File: src/rtl/booth_pkg.sv
package booth_pkg;
  // Action selected by one radix-2 recoding step.
  typedef enum logic [1:0] {
    BOOTH_NONE = 2'd0,
    BOOTH_ADD  = 2'd1,
    BOOTH_SUB  = 2'd2
  } booth_op_e;
endpackage

File: src/rtl/booth_recode.sv
module booth_recode
  import booth_pkg::*;
(
  input  logic      cur_i,   // low bit of the product register
  input  logic      prev_i,  // appended bit to its right
  output booth_op_e op_o
);
  always_comb begin
    unique case ({cur_i, prev_i})
      2'b10:   op_o = BOOTH_SUB;   // run of ones starts
      2'b01:   op_o = BOOTH_ADD;   // run of ones has ended
      default: op_o = BOOTH_NONE;  // inside a run of ones or zeros
    endcase
  end
endmodule

File: src/rtl/booth_addsub.sv
module booth_addsub
  import booth_pkg::*;
#(
  parameter int W = 33
) (
  input  logic [W-1:0] acc_i,
  input  logic [W-1:0] opnd_i,
  input  booth_op_e    op_i,
  output logic [W-1:0] sum_o
);
  always_comb begin
    unique case (op_i)
      BOOTH_ADD: sum_o = acc_i + opnd_i;
      BOOTH_SUB: sum_o = acc_i - opnd_i;
      default:   sum_o = acc_i;
    endcase
  end
endmodule

File: src/rtl/booth_seq_ctrl.sv
module booth_seq_ctrl #(
  parameter int N = 32
) (
  input  logic clk,
  input  logic rst_n,
  input  logic start_i,
  output logic load_o,
  output logic step_o,
  output logic busy_o,
  output logic done_o
);
  localparam int CW = (N > 1) ? $clog2(N) : 1;
  localparam logic [CW-1:0] LAST = CW'(N - 1);

  logic          busy_q, busy_d;
  logic          done_q, done_d;
  logic [CW-1:0] cnt_q, cnt_d;
  logic          last;

  assign load_o = start_i & ~busy_q;
  assign step_o = busy_q;
  assign last   = busy_q && (cnt_q == LAST);

  always_comb begin
    busy_d = busy_q;
    cnt_d  = cnt_q;
    done_d = last;
    if (load_o) begin
      busy_d = 1'b1;
      cnt_d  = '0;
    end else if (busy_q) begin
      cnt_d = cnt_q + 1'b1;
      if (last) busy_d = 1'b0;
    end
  end

  always_ff @(posedge clk or negedge rst_n) begin
    if (!rst_n) begin
      busy_q <= 1'b0;
      done_q <= 1'b0;
      cnt_q  <= '0;
    end else begin
      busy_q <= busy_d;
      done_q <= done_d;
      cnt_q  <= cnt_d;
    end
  end

  assign busy_o = busy_q;
  assign done_o = done_q;

  AST_DONE_PULSE: assert property (@(posedge clk) disable iff (!rst_n)
    done_q |=> !done_q);
  AST_DONE_IDLE: assert property (@(posedge clk) disable iff (!rst_n)
    done_q |-> !busy_q);
  AST_ACCEPT_BUSY: assert property (@(posedge clk) disable iff (!rst_n)
    (start_i && !busy_q) |=> busy_q);
  AST_CNT_RANGE: assert property (@(posedge clk) disable iff (!rst_n)
    busy_q |-> (cnt_q <= LAST));
endmodule

File: src/rtl/booth_mult_seq.sv
module booth_mult_seq
  import booth_pkg::*;
#(
  parameter int N = 32
) (
  input  logic         clk,
  input  logic         rst_n,
  input  logic         start_i,
  input  logic [N-1:0] mcand_i,
  input  logic [N-1:0] mplier_i,
  output logic         busy_o,
  output logic         done_o,
  output logic [N-1:0] prod_hi_o,
  output logic [N-1:0] prod_lo_o
);
  localparam int HW = N + 1;  // upper half plus guard bit

  logic          load, step;
  logic [N-1:0]  mcand_q;
  logic [HW-1:0] hi_q, hi_d;
  logic [N-1:0]  lo_q, lo_d;
  logic          xb_q, xb_d;
  logic [HW-1:0] sum;
  booth_op_e     op;

  booth_seq_ctrl #(.N(N)) u_ctrl (
    .clk     (clk),
    .rst_n   (rst_n),
    .start_i (start_i),
    .load_o  (load),
    .step_o  (step),
    .busy_o  (busy_o),
    .done_o  (done_o)
  );

  booth_recode u_recode (
    .cur_i  (lo_q[0]),
    .prev_i (xb_q),
    .op_o   (op)
  );

  booth_addsub #(.W(HW)) u_addsub (
    .acc_i  (hi_q),
    .opnd_i ({mcand_q[N-1], mcand_q}),
    .op_i   (op),
    .sum_o  (sum)
  );

  // Next state: load, or add/sub then arithmetic right shift by one.
  always_comb begin
    hi_d = hi_q;
    lo_d = lo_q;
    xb_d = xb_q;
    if (load) begin
      hi_d = '0;
      lo_d = mplier_i;
      xb_d = 1'b0;
    end else if (step) begin
      hi_d = {sum[HW-1], sum[HW-1:1]};
      lo_d = {sum[0], lo_q[N-1:1]};
      xb_d = lo_q[0];
    end
  end

  always_ff @(posedge clk or negedge rst_n) begin
    if (!rst_n) begin
      mcand_q <= '0;
    end else if (load) begin
      mcand_q <= mcand_i;
    end
  end

  always_ff @(posedge clk or negedge rst_n) begin
    if (!rst_n) begin
      hi_q <= '0;
      lo_q <= '0;
      xb_q <= 1'b0;
    end else if (load || step) begin
      hi_q <= hi_d;
      lo_q <= lo_d;
      xb_q <= xb_d;
    end
  end

  assign prod_hi_o = hi_q[N-1:0];
  assign prod_lo_o = lo_q;

  AST_GUARD_SIGN: assert property (@(posedge clk) disable iff (!rst_n)
    done_o |-> (hi_q[HW-1] == hi_q[N-1]));
  AST_IGNORE_START: assert property (@(posedge clk) disable iff (!rst_n)
    (busy_o && start_i) |=> $stable(mcand_q));
  AST_RESULT_HOLD: assert property (@(posedge clk) disable iff (!rst_n)
    (!busy_o && !start_i) |=> ($stable(prod_hi_o) && $stable(prod_lo_o)));
  AST_LOAD_CLEARS: assert property (@(posedge clk) disable iff (!rst_n)
    (start_i && !busy_o) |=> (hi_q == '0 && xb_q == 1'b0));
endmodule

File: config.mk
export PLATFORM = sky130hd
export DESIGN_NAME = booth_mult_seq
export DESIGN_NICKNAME = d
export VERILOG_FILES = /design/src/rtl/booth_pkg.sv /design/src/rtl/booth_recode.sv /design/src/rtl/booth_addsub.sv /design/src/rtl/booth_seq_ctrl.sv /design/src/rtl/booth_mult_seq.sv
export SDC_FILE = /design/constraint.sdc
export NUM_CORES = 1
export LEC_CHECK = 0
export BUFFER_PORTS_ARGS = -buffer_cell sky130_fd_sc_hd__buf_2
export CORE_UTILIZATION = 60
export CTS_BUF_LIST = sky130_fd_sc_hd__clkbuf_16
export CTS_CLUSTER_SIZE = 14
export DETAILED_ROUTE_END_ITERATION = 12
export GPL_TIMING_DRIVEN = 0
export PLACE_DENSITY = 0.86
export SETUP_SLACK_MARGIN = 0.2
export SYNTH_ARGS = -nofsm -noshare
export SYNTH_HDL_FRONTEND = slang
export SYNTH_SLANG_ARGS = --single-unit
File: constraint.sdc
create_clock -name clk -period 5.5 [get_ports clk]
set_input_delay 0.825 -clock clk [delete_from_list [all_inputs] [get_ports clk]]
set_output_delay 0.825 -clock clk [all_outputs]
set_load 0.05 [all_outputs]
==> results of run 1 <==
==> worst paths after layout <==
check                              start            end  slack, ns  cells past startpoint
min in group asynchronous          rst_n  prod_lo_o[25]       0.54                      1
min                        prod_lo_o[16]  prod_lo_o[15]       0.52                      2
min reg2reg                prod_lo_o[16]  prod_lo_o[15]       0.52                      2
max in group asynchronous          rst_n       hi_q[25]       4.26                      2
max reg2reg                   mcand_q[7]       hi_q[28]       0.85                     16
max                           mcand_q[7]       hi_q[28]       0.85                     16
==> cells in the final DEF, fill, tap and decap left out, drive strengths merged, types with 7 or more instances in the layout <==
cell type | Yosys | routed
xor2 | 16 | 16
mux2i | 34 | 34
nand3 | 8 | 8
a21o | 12 | 12
clkbuf | 29 | 38
o21ai | 78 | 78
nand2 | 77 | 77
a211oi | 7 | 7
a21oi | 63 | 63
nor3 | 13 | 13
dfrtp | 104 | 104
nor2 | 47 | 47
a31oi | 10 | 10
mux2 | 32 | 32
xnor2 | 45 | 45
a22o | 21 | 21
buf | 6 | 139
ha | 36 | 36
inv | 16 | 19
==> logic make-up (layout without fill, tap and decap cells) <==
logic type,count (synthesis),after routing,synth area share
AOI/OAI and AO/OA,220,220,0.198
buffers and inverters,51,200,0.0314
DFF,104,104,0.377
xor gates and xnor gates,61,61,0.0774
adders and majority gates,37,37,0.0682
muxes,66,66,0.102
and+or+nand+nor,201,201,0.146
other,0,1,0
==> synth_stat cells, types with 3 or more instances <==
cell        n
a211oi_1    6
a21o_1     12
a21oi_1    61
a22o_1     21
a31oi_1    10
and3_1      4
buf_1       4
clkbuf_1   27
dfrtp_1   104
ha_1       36
inv_1      16
mux2_2     32
mux2i_1    34
nand2_1    77
nand2b_1    4
nand3_1     8
nand4_1     4
nor2_1     47
nor2b_1     6
nor3_1     13
nor3b_1     6
nor4_1      5
o21ai_0    64
o21ai_1    13
o21bai_1    6
or2_2       3
or3_1       4
xnor2_1    45
xor2_1     16
==> cell type report <==
cell class	count	area, sq um
Antenna cell	1	2.50
Fill cell	815	2960
Clock buffer	9	225
Tap cell	140	175
Timing Repair Buffer	133	691
Buffer	35	156
Inverter	16	60.1
Multi-Input combinational cell	585	4080
Sequential cell	104	2600
Clock inverter	7	80.1
==> per-layer routing <==
layer / wire length [microns] / up-vias / GRT usage / part of all wire
li1: - / 2971 / - / -
met1: 8110 / 3101 / 0.427 / 0.41
met2: 9610 / 304 / 0.578 / 0.48
met5: 0 / - / 0 / 0
met4: 767 / 0 / 0.178 / 0.039
met3: 1430 / 61 / 0.0753 / 0.072
==> state kept, by name, indices dropped and copies added, names as in the netlist <==
signal / cells
hi_q: 32
mcand_q: 32
prod_lo_o: 32
u_ctrl.busy_o: 1
u_ctrl.cnt_q: 5
u_ctrl.done_o: 1
xb_q: 1
==> worst reg2reg max path, delay by kind of cell, from the launching register on <==
kind | cells | cell delay (ns)
and+or+nand+nor | 7 | 2.32
AOI/OAI and AO/OA | 6 | 1.02
DFF | 1 | 0.44
xor gates and xnor gates | 2 | 0.41
adders and majority gates | 1 | 0.32
==> per-stage QoR <==
step	util	cell area, sq um	hold slack [ns]	std cells	worst slack [ns]
final	0.732	8070	0.517	1030	0.851
after global routing	0.732	8070	0.542	1030	0.493
after CTS	0.732	8070	0.516	1029	0.996
after detailed placement	0.704	7760	0.499	1013	1.04
after global placement	0.701	7730	0.480	1012	1.16
after floorplan	-	6900	0.466	740	1.72
==> flow_metrics.tcl, run 1 <==
set metrics [dict create \
    synth_top_area_cell "dfrtp_1" \
    firstDrtPassIters 7 \
    ys_ff_latch 104 \
    cts_hold_buf 0 \
    cts.sinks 104 \
    maxSlewViolCount 0 \
    synthTopCellsByArea "dfrtp_1 (38%), ha_1 (6.5%), xnor2_1 (5.7%)" \
    synth_edf_count 0 \
    gp_congestion 0.908 \
    fp.dieH_microns 109 \
    start_kind "register" \
    worst_ep_arrival_time_ns 4.88 \
    hold_viol 0 \
    status "finished clean" \
    setup_viol_count_final 0 \
    synthFlopType "dfrtp_1" \
    async_flop_share 1.00 \
    worstPathMaxFanout 8 \
    ctsLongestPathBuffers 2 \
    crit_required_ns 5.73 \
    path_buf_inv 0 \
    grt_antenna_before_repair 1 \
    syn-mean-instance-area_sq_um 9.32 \
    crit_family "simple AND/OR/NAND/NOR gates" \
    wl_per_cell_microns 19.3 \
    max-cap-violations 0 \
    start_util 0.625 \
    overflow 0 \
    synth_nets 844 \
    io_pins 133 \
    grt_pass1_wl_mm 31.2 \
    h-tree-depth 3 \
    cts_setup_buffers 0 \
    cts-buffers-inserted 9 \
    slew-limit-headroom 0.434 \
    finalCritPeriodShare 0.845 \
    die_area_sq_um 11900 \
    rsz0062_at_grt "no" \
    end_kind "register" \
    finalNetCount 988 \
    grt_pass1_vias 6179 \
    finClkSkew_ns 0.0132 \
    ant_nets 0 \
    core_area_sq_um 11000 \
    min_path_type "register to register" \
    die_w_microns 109 \
    fin_setup_tns_ns 0 \
    cts_tree "built" \
    fmax_ghz 0.215 \
    cpPeakStageDelay_ns 0.54 \
    synthesis.area_sq_um 6900 \
    dr.first_iter.drc_count 627 \
    synthToLayoutAreaGrowth_pct 17.0 \
    period_needed_ns 4.65 \
    worst_slew_pin_slew_ns 0.848 \
    drt_wl_total_mm 19.9 \
    cts_resized 0 \
    yosysWarnings 0 \
    vias_per_cell 6.25 \
    syn_inst 740 \
    crit_path_top_delay_cell "or4b_1" \
    grt_usage 0.348 \
    synth_top_area_frac 0.377 \
    clk-insertion-delay-late_ns 0.37 \
    ys_seq_area_frac 0.377 \
    path_cells "nor4_1 > nand2b_1 > nor4_1 > nand2b_1 > nor2_1 > a21oi_1 > xnor2_1 > ha_1 > nand2_1 > o21ai_0 > or4b_1 > o31ai_1 > a211oi_1 > a221oi_1 > xor2_1 > o21ai_1" \
    hpwl_mm 15.0 \
    grt_max_degree 58 \
    critical_path_class "register to register" \
    rows 38 \
    cts-root-buf "clkbuf_16" \
    drc 0 \
    path_clk_slew_ns 0.07 \
    drive_gt1_frac 0.228 \
    vias 6437 \
    portBuffers 132 \
    yosysUniqueCellTypes 70 \
]
Power of run 1 is not shown: default switching activity piles up to over one toggle a cycle in this logic, so the estimate is an artifact.
==> run 2, diff against run 1 <==
--- a/config.mk
+++ b/config.mk
@@ -6,12 +6,12 @@
 export NUM_CORES = 1
 export LEC_CHECK = 0
 export BUFFER_PORTS_ARGS = -buffer_cell sky130_fd_sc_hd__buf_2
-export CORE_UTILIZATION = 60
+export CORE_UTILIZATION = 51
 export CTS_BUF_LIST = sky130_fd_sc_hd__clkbuf_16
 export CTS_CLUSTER_SIZE = 14
 export DETAILED_ROUTE_END_ITERATION = 12
 export GPL_TIMING_DRIVEN = 0
-export PLACE_DENSITY = 0.86
+export PLACE_DENSITY = 0.77
 export SETUP_SLACK_MARGIN = 0.2
 export SYNTH_ARGS = -nofsm -noshare
 export SYNTH_HDL_FRONTEND = slang
==> constraint.sdc (replaced) <==
create_clock -name clk -period 3.9 [get_ports clk]
set_input_delay 0.585 -clock clk [delete_from_list [all_inputs] [get_ports clk]]
set_output_delay 0.585 -clock clk [all_outputs]
set_load 0.05 [all_outputs]
==> flow_metrics.tcl, run 2 (same netlist as run 1, synthesis figures left out) <==
set metrics [dict create \
    status "finished with violations" \
    violations "setup timing" \
    path_cells "nor4_4 > nand2b_1 > nor4_4 > nand2b_1 > buf_4 > nor2_4 > buf_6 > a21oi_4 > xnor2_2 > ha_1 > buf_6 > a21o_1 > a21o_1 > a21oi_2 > o211ai_1 > a31oi_1 > o21ai_2 > xnor2_1 > o21ai_1" \
    drt_wl_total_mm 20.8 \
    portBuffers 132 \
    fmax_ghz 0.253 \
    worst_slew_pin_slew_ns 0.976 \
    drc 0 \
    grt_max_degree 57 \
    rsz0062_at_grt "yes" \
    synthToLayoutAreaGrowth_pct 29.2 \
    crit_path_top_delay_cell "dfrtp_2" \
    hold_viol 0 \
    critical_path_class "register to register" \
    drive_gt1_frac 0.348 \
    maxSlewViolCount 0 \
    hpwl_mm 14.5 \
    cts_hold_buf 0 \
    r2r_setup_slack_ns -0.05 \
    grt_usage 0.292 \
    multiInputGateArea_sq_um 4560 \
    crit_family "compound AO/OA/AOI/OAI gates" \
    ant_nets 0 \
    fp.dieH_microns 118 \
    firstDrtPassIters 5 \
    vias 6543 \
    fin_ws_ns -0.0475 \
    finalNetCount 1031 \
    antenna_cells 0 \
    grt_pass1_wl_mm 31.9 \
    core_area_sq_um 13200 \
    worstPathMaxFanout 4 \
    place_ws_ns -0.531 \
    finClkSkew_ns 0.00964 \
    io_pins 133 \
    r2r_start "mcand_q[4]" \
    cts-buffers-inserted 9 \
    die_w_microns 118 \
    path_buf_inv 3 \
    start_util 0.521 \
    cts_tree "built" \
    fill_cells 1084 \
    ctsLongestPathBuffers 2 \
    wl_per_cell_microns 18.8 \
    cts.sinks 104 \
    vias_per_cell 5.91 \
    grt_antenna_before_repair 0 \
    min_path_type "input port to async pin" \
    final_common_cell "buf_2" \
    period_needed_ns 3.95 \
    gp_congestion 0.955 \
    end_kind "register" \
    dr.first_iter.drc_count 538 \
    max-cap-violations 0 \
    setup_viol_count_final 2 \
    layout_common_cells "buf_2 (134), dfrtp_1 (99), nand2_1 (74)" \
    crit_required_ns 4.13 \
    worst_ep_arrival_time_ns 4.18 \
    start_kind "register" \
    cpPeakStageDelay_ns 0.44 \
    post-route-util 0.673 \
    die_area_sq_um 14000 \
    rows 42 \
    reg2regPathDepth 19 \
    slew-limit-headroom 0.347 \
    r2r-end "hi_q[29]" \
    path_clk_slew_ns 0.08 \
    finalCritPeriodShare 1.01 \
    clk-insertion-delay-late_ns 0.37 \
    h-tree-depth 3 \
    grt_pass1_vias 6107 \
    register_area_sq_um 2610 \
    fin_setup_tns_ns -0.0555 \
    overflow 0 \
    cts-root-buf "clkbuf_16" \
]
==> run 2: how the worst max path moves through the flow <==
| stage | from | cells past startpoint | slack (ns) | endpoint |
|---|---|---|---|---|
| global route | mcand_q[4] | 15 | -0.13 | hi_q[28] |
| detailed placement | mcand_q[6] | 16 | -0.53 | hi_q[28] |
| global placement | mcand_q[7] | 16 | -0.47 | hi_q[28] |
| finish | mcand_q[4] | 19 | -0.05 | hi_q[29] |
| floorplan | mcand_q[6] | 16 | 0.21 | hi_q[28] |
| CTS | mcand_q[4] | 16 | 0.07 | hi_q[29] |
==> run 2: final cells by class <==
| class | count | area share |
|---|---|---|
| buffer | 35 | 0.0180 |
| clock buffer | 9 | 0.0253 |
| clock inverter | 7 | 0.00604 |
| inverter | 16 | 0.00674 |
| multi-input combinational | 585 | 0.511 |
| sequential | 104 | 0.293 |
| tap | 176 | 0.0247 |
| timing repair buffer | 176 | 0.115 |
==> run 2: repair_timing <==
item | 4_1_cts | 5_1_grt
gates resized for setup | 45 | 65
endpoints found under the hold margin | 0 | 0
endpoints found under the setup margin | 16 | 17
pin swaps | 30 | 47
setup buffers | 23 | 20
==> run 2: stage by stage <==
stage	instances	hold WS, ns	instance area (sq um)
floorplan	740	0.289	6900
global placement	1048	0.483	7780
detailed placement	1049	0.494	7810
CTS	1088	0.276	8460
global route	1108	0.311	8910
finish	1108	0.253	8910
==> run 2: worst reg2reg max path, delay by kind of cell (launching register included) <==
family	cells	cell delay (ns)
xor gates and xnor gates	2	0.39
adders and majority gates	1	0.34
DFF	1	0.44
AOI/OAI and AO/OA	8	1.24
buffers and inverters	3	0.46
and+or+nand+nor	5	0.96
==> run 2: metal layers <==
layer / GRT usage / wire length [microns]
met5: 0 / 0
met4: 0.115 / 780
met3: 0.0555 / 1200
met2: 0.470 / 10000
met1: 0.387 / 8780
Power of run 2 is left out for the same reason.
==> run 3, diff against run 2 <==
--- a/config.mk
+++ b/config.mk
@@ -5,13 +5,15 @@
 export SDC_FILE = /design/constraint.sdc
 export NUM_CORES = 1
 export LEC_CHECK = 0
+export ABC_AREA = 1
 export BUFFER_PORTS_ARGS = -buffer_cell sky130_fd_sc_hd__buf_2
-export CORE_UTILIZATION = 51
+export CORE_ASPECT_RATIO = 1.25
+export CORE_UTILIZATION = 52
 export CTS_BUF_LIST = sky130_fd_sc_hd__clkbuf_16
 export CTS_CLUSTER_SIZE = 14
 export DETAILED_ROUTE_END_ITERATION = 12
 export GPL_TIMING_DRIVEN = 0
-export PLACE_DENSITY = 0.77
+export PLACE_DENSITY = 0.78
 export SETUP_SLACK_MARGIN = 0.2
 export SYNTH_ARGS = -nofsm -noshare
 export SYNTH_HDL_FRONTEND = slang
==> flow_metrics.tcl, run 3 <==
set metrics [dict create \
    status "finished clean" \
    cts.sinks 104 \
    syn-mean-instance-area_sq_um 6.71 \
    setup_viol_count_final 0 \
    die_w_microns 110 \
    cts-buffers-inserted 9 \
    synth_edf_count 0 \
    synthMuxAreaShare 0 \
    synthTopCellsByArea "dfrtp_1 (34%), nand2_1 (19%), inv_1 (8.2%)" \
    yosysUniqueCellTypes 40 \
    hpwl_mm 18.3 \
    finalNetCount 1376 \
    fill_cells 1341 \
    grt_pass1_wl_mm 36.5 \
    grt_usage 0.326 \
    dr.first_iter.drc_count 444 \
    drive_gt1_frac 0.144 \
    antenna_cells 0 \
    worst_slew_pin_slew_ns 0.874 \
    layout_common_cells "nand2_1 (380), inv_1 (165), buf_2 (136)" \
    h-tree-depth 3 \
    synthAdderAreaFrac 0.0622 \
    synth_nets 1232 \
    start_util 0.541 \
    overflow 0 \
    synth_top_area_cell "dfrtp_1" \
    finalCritPeriodShare 0.886 \
    vias_per_cell 5.35 \
    path_clk_slew_ns 0.08 \
    ant_nets 0 \
    r2r-end "hi_q[30]" \
    slew-limit-headroom 0.417 \
    period_needed_ns 3.46 \
    rsz0062_at_grt "no" \
    cts-root-buf "clkbuf_16" \
    fmax_ghz 0.289 \
    synthesis.area_sq_um 7560 \
    dp.cells 1436 \
    die_area_sq_um 15000 \
    start_kind "register" \
    crit_family "simple AND/OR/NAND/NOR gates" \
    critical_path_class "register to register" \
    async_flop_share 1.00 \
    cts_tree "built" \
    portBuffers 132 \
    finClkSkew_ns 0.0102 \
    firstDrtPassIters 5 \
    reg2regPathDepth 19 \
    r2r_start "prod_lo_o[0]" \
    finalNonFillerCells 1452 \
    ctsLongestPathBuffers 2 \
    multiInputGateArea_sq_um 4180 \
    cpPeakStageDelay_ns 0.41 \
    worstPathMaxFanout 10 \
    synth_top_area_frac 0.344 \
    r2r_setup_slack_ns 0.44 \
    io_pins 133 \
    cts_hold_buf 0 \
    synth_commonest_cells "nand2_1 (380), inv_1 (165), nor2_1 (107)" \
    fin_setup_tns_ns 0 \
    crit_start "prod_lo_o[0]" \
    path_buf_inv 5 \
    ys_ff_latch 104 \
    crit_path_top_delay_cell "dfrtp_1" \
    hold_viol 0 \
    synth_xor_xnor_area_share 0.0428 \
    wl_per_cell_microns 16.0 \
    crit_required_ns 4.16 \
    yosysWarnings 0 \
    critical_path.most_common_cell "nand2_1" \
    syn_inst 1128 \
    core_area_sq_um 14000 \
    grt_antenna_before_repair 0 \
    drt_wl_total_mm 23.2 \
    drc 0 \
    register_area_sq_um 2600 \
    ys_seq_area_frac 0.344 \
    maxSlewViolCount 0 \
    synthFlopType "dfrtp_1" \
    rows 48 \
    grt_max_degree 72 \
    synthToLayoutAreaGrowth_pct 16.0 \
    vias 7772 \
    synth_top_family_by_area "simple AND/OR/NAND/NOR gates" \
    final_common_cell "nand2_1" \
    grt_pass1_vias 7455 \
    worst_ep_arrival_time_ns 3.72 \
    clk-insertion-delay-late_ns 0.37 \
    max-cap-violations 0 \
    path_cells "ha_1 > buf_2 > inv_1 > clkbuf_4 > buf_2 > o21ai_0 > xor2_1 > ha_1 > nand2_1 > nor2_1 > inv_1 > nor3_1 > nand2_1 > nand2_1 > nand2_1 > nand3_1 > nand3_1 > nand2_1 > nand2_1" \
    gp_congestion 0.970 \
    min_path_type "input port to async pin" \
    end_kind "register" \
    synthSimpleGateAreaFrac 0.313 \
    fp.dieH_microns 137 \
    synth_compound_area_frac 0.135 \
    yosysMostFrequentCell "nand2_1" \
]
run 3: changes by cell type in the layout (fill, tap and decap cells not counted), sizes merged, moves of 11 or more:
cell    delta
a21o      -11
mux2i     -34
a22o      -19
nand3     +47
o211ai    +14
xnor2     -40
o221ai    +16
nand2    +306
buf       -44
xor2      +16
mux2      -32
nor2      +67
inv      +151
run 3: through the flow:
step                      hold WS (ns)  utilization  setup slack (ns)  cell area, sq um
after detailed placement         0.485        0.606             0.446              8470
after global routing             0.193        0.627             0.244              8770
after floorplan                  0.289            -              1.11              7560
after CTS                        0.175        0.627             0.432              8770
after global placement           0.470        0.603             0.497              8440
final                            0.154        0.627             0.445              8770
run 3: worst max path at each step:
stage	endpoint	slack, ns	depth (start not counted)
2_1_floorplan	hi_q[22]	1.11	19
3_3_place_gp	hi_q[30]	0.50	19
3_5_place_dp	hi_q[28]	0.45	21
4_1_cts	hi_q[28]	0.43	21
5_1_grt	hi_q[30]	0.24	19
6_report	hi_q[30]	0.44	19
run 3: cell families after synthesis:
kind of cell | after synthesis
simple gates | 578
buf+inv | 204
compound gates | 168
flops | 104
xor+xnor | 37
fa+ha+maj | 37
run 3: what timing repair did:
item | CTS | global route
endpoints found under the setup margin | 0 | 2
gates resized for setup | 0 | 1
buffers inserted | 0 | 0
run 3: area by class of cell:
cell class,count,share of cell area
Multi-Input combinational cell,820,0.477
Sequential cell,104,0.297
Timing Repair Buffer,133,0.0787
Inverter,168,0.0719
Clock buffer,9,0.0257
Tap cell,175,0.0250
Buffer,36,0.0170
Clock inverter,7,0.00841
run 3: routing by layer:
layer / part of all wire / vias to the layer above / GRT usage / wire [microns]
met1: 0.40 / 3523 / 0.389 / 9300
met4: 0.044 / 0 / 0.170 / 1030
li1: - / 3868 / - / -
met2: 0.49 / 310 / 0.555 / 11400
met3: 0.066 / 71 / 0.0581 / 1520
met5: 0 / - / 0 / 0
Power of run 3 is left out for the same reason.
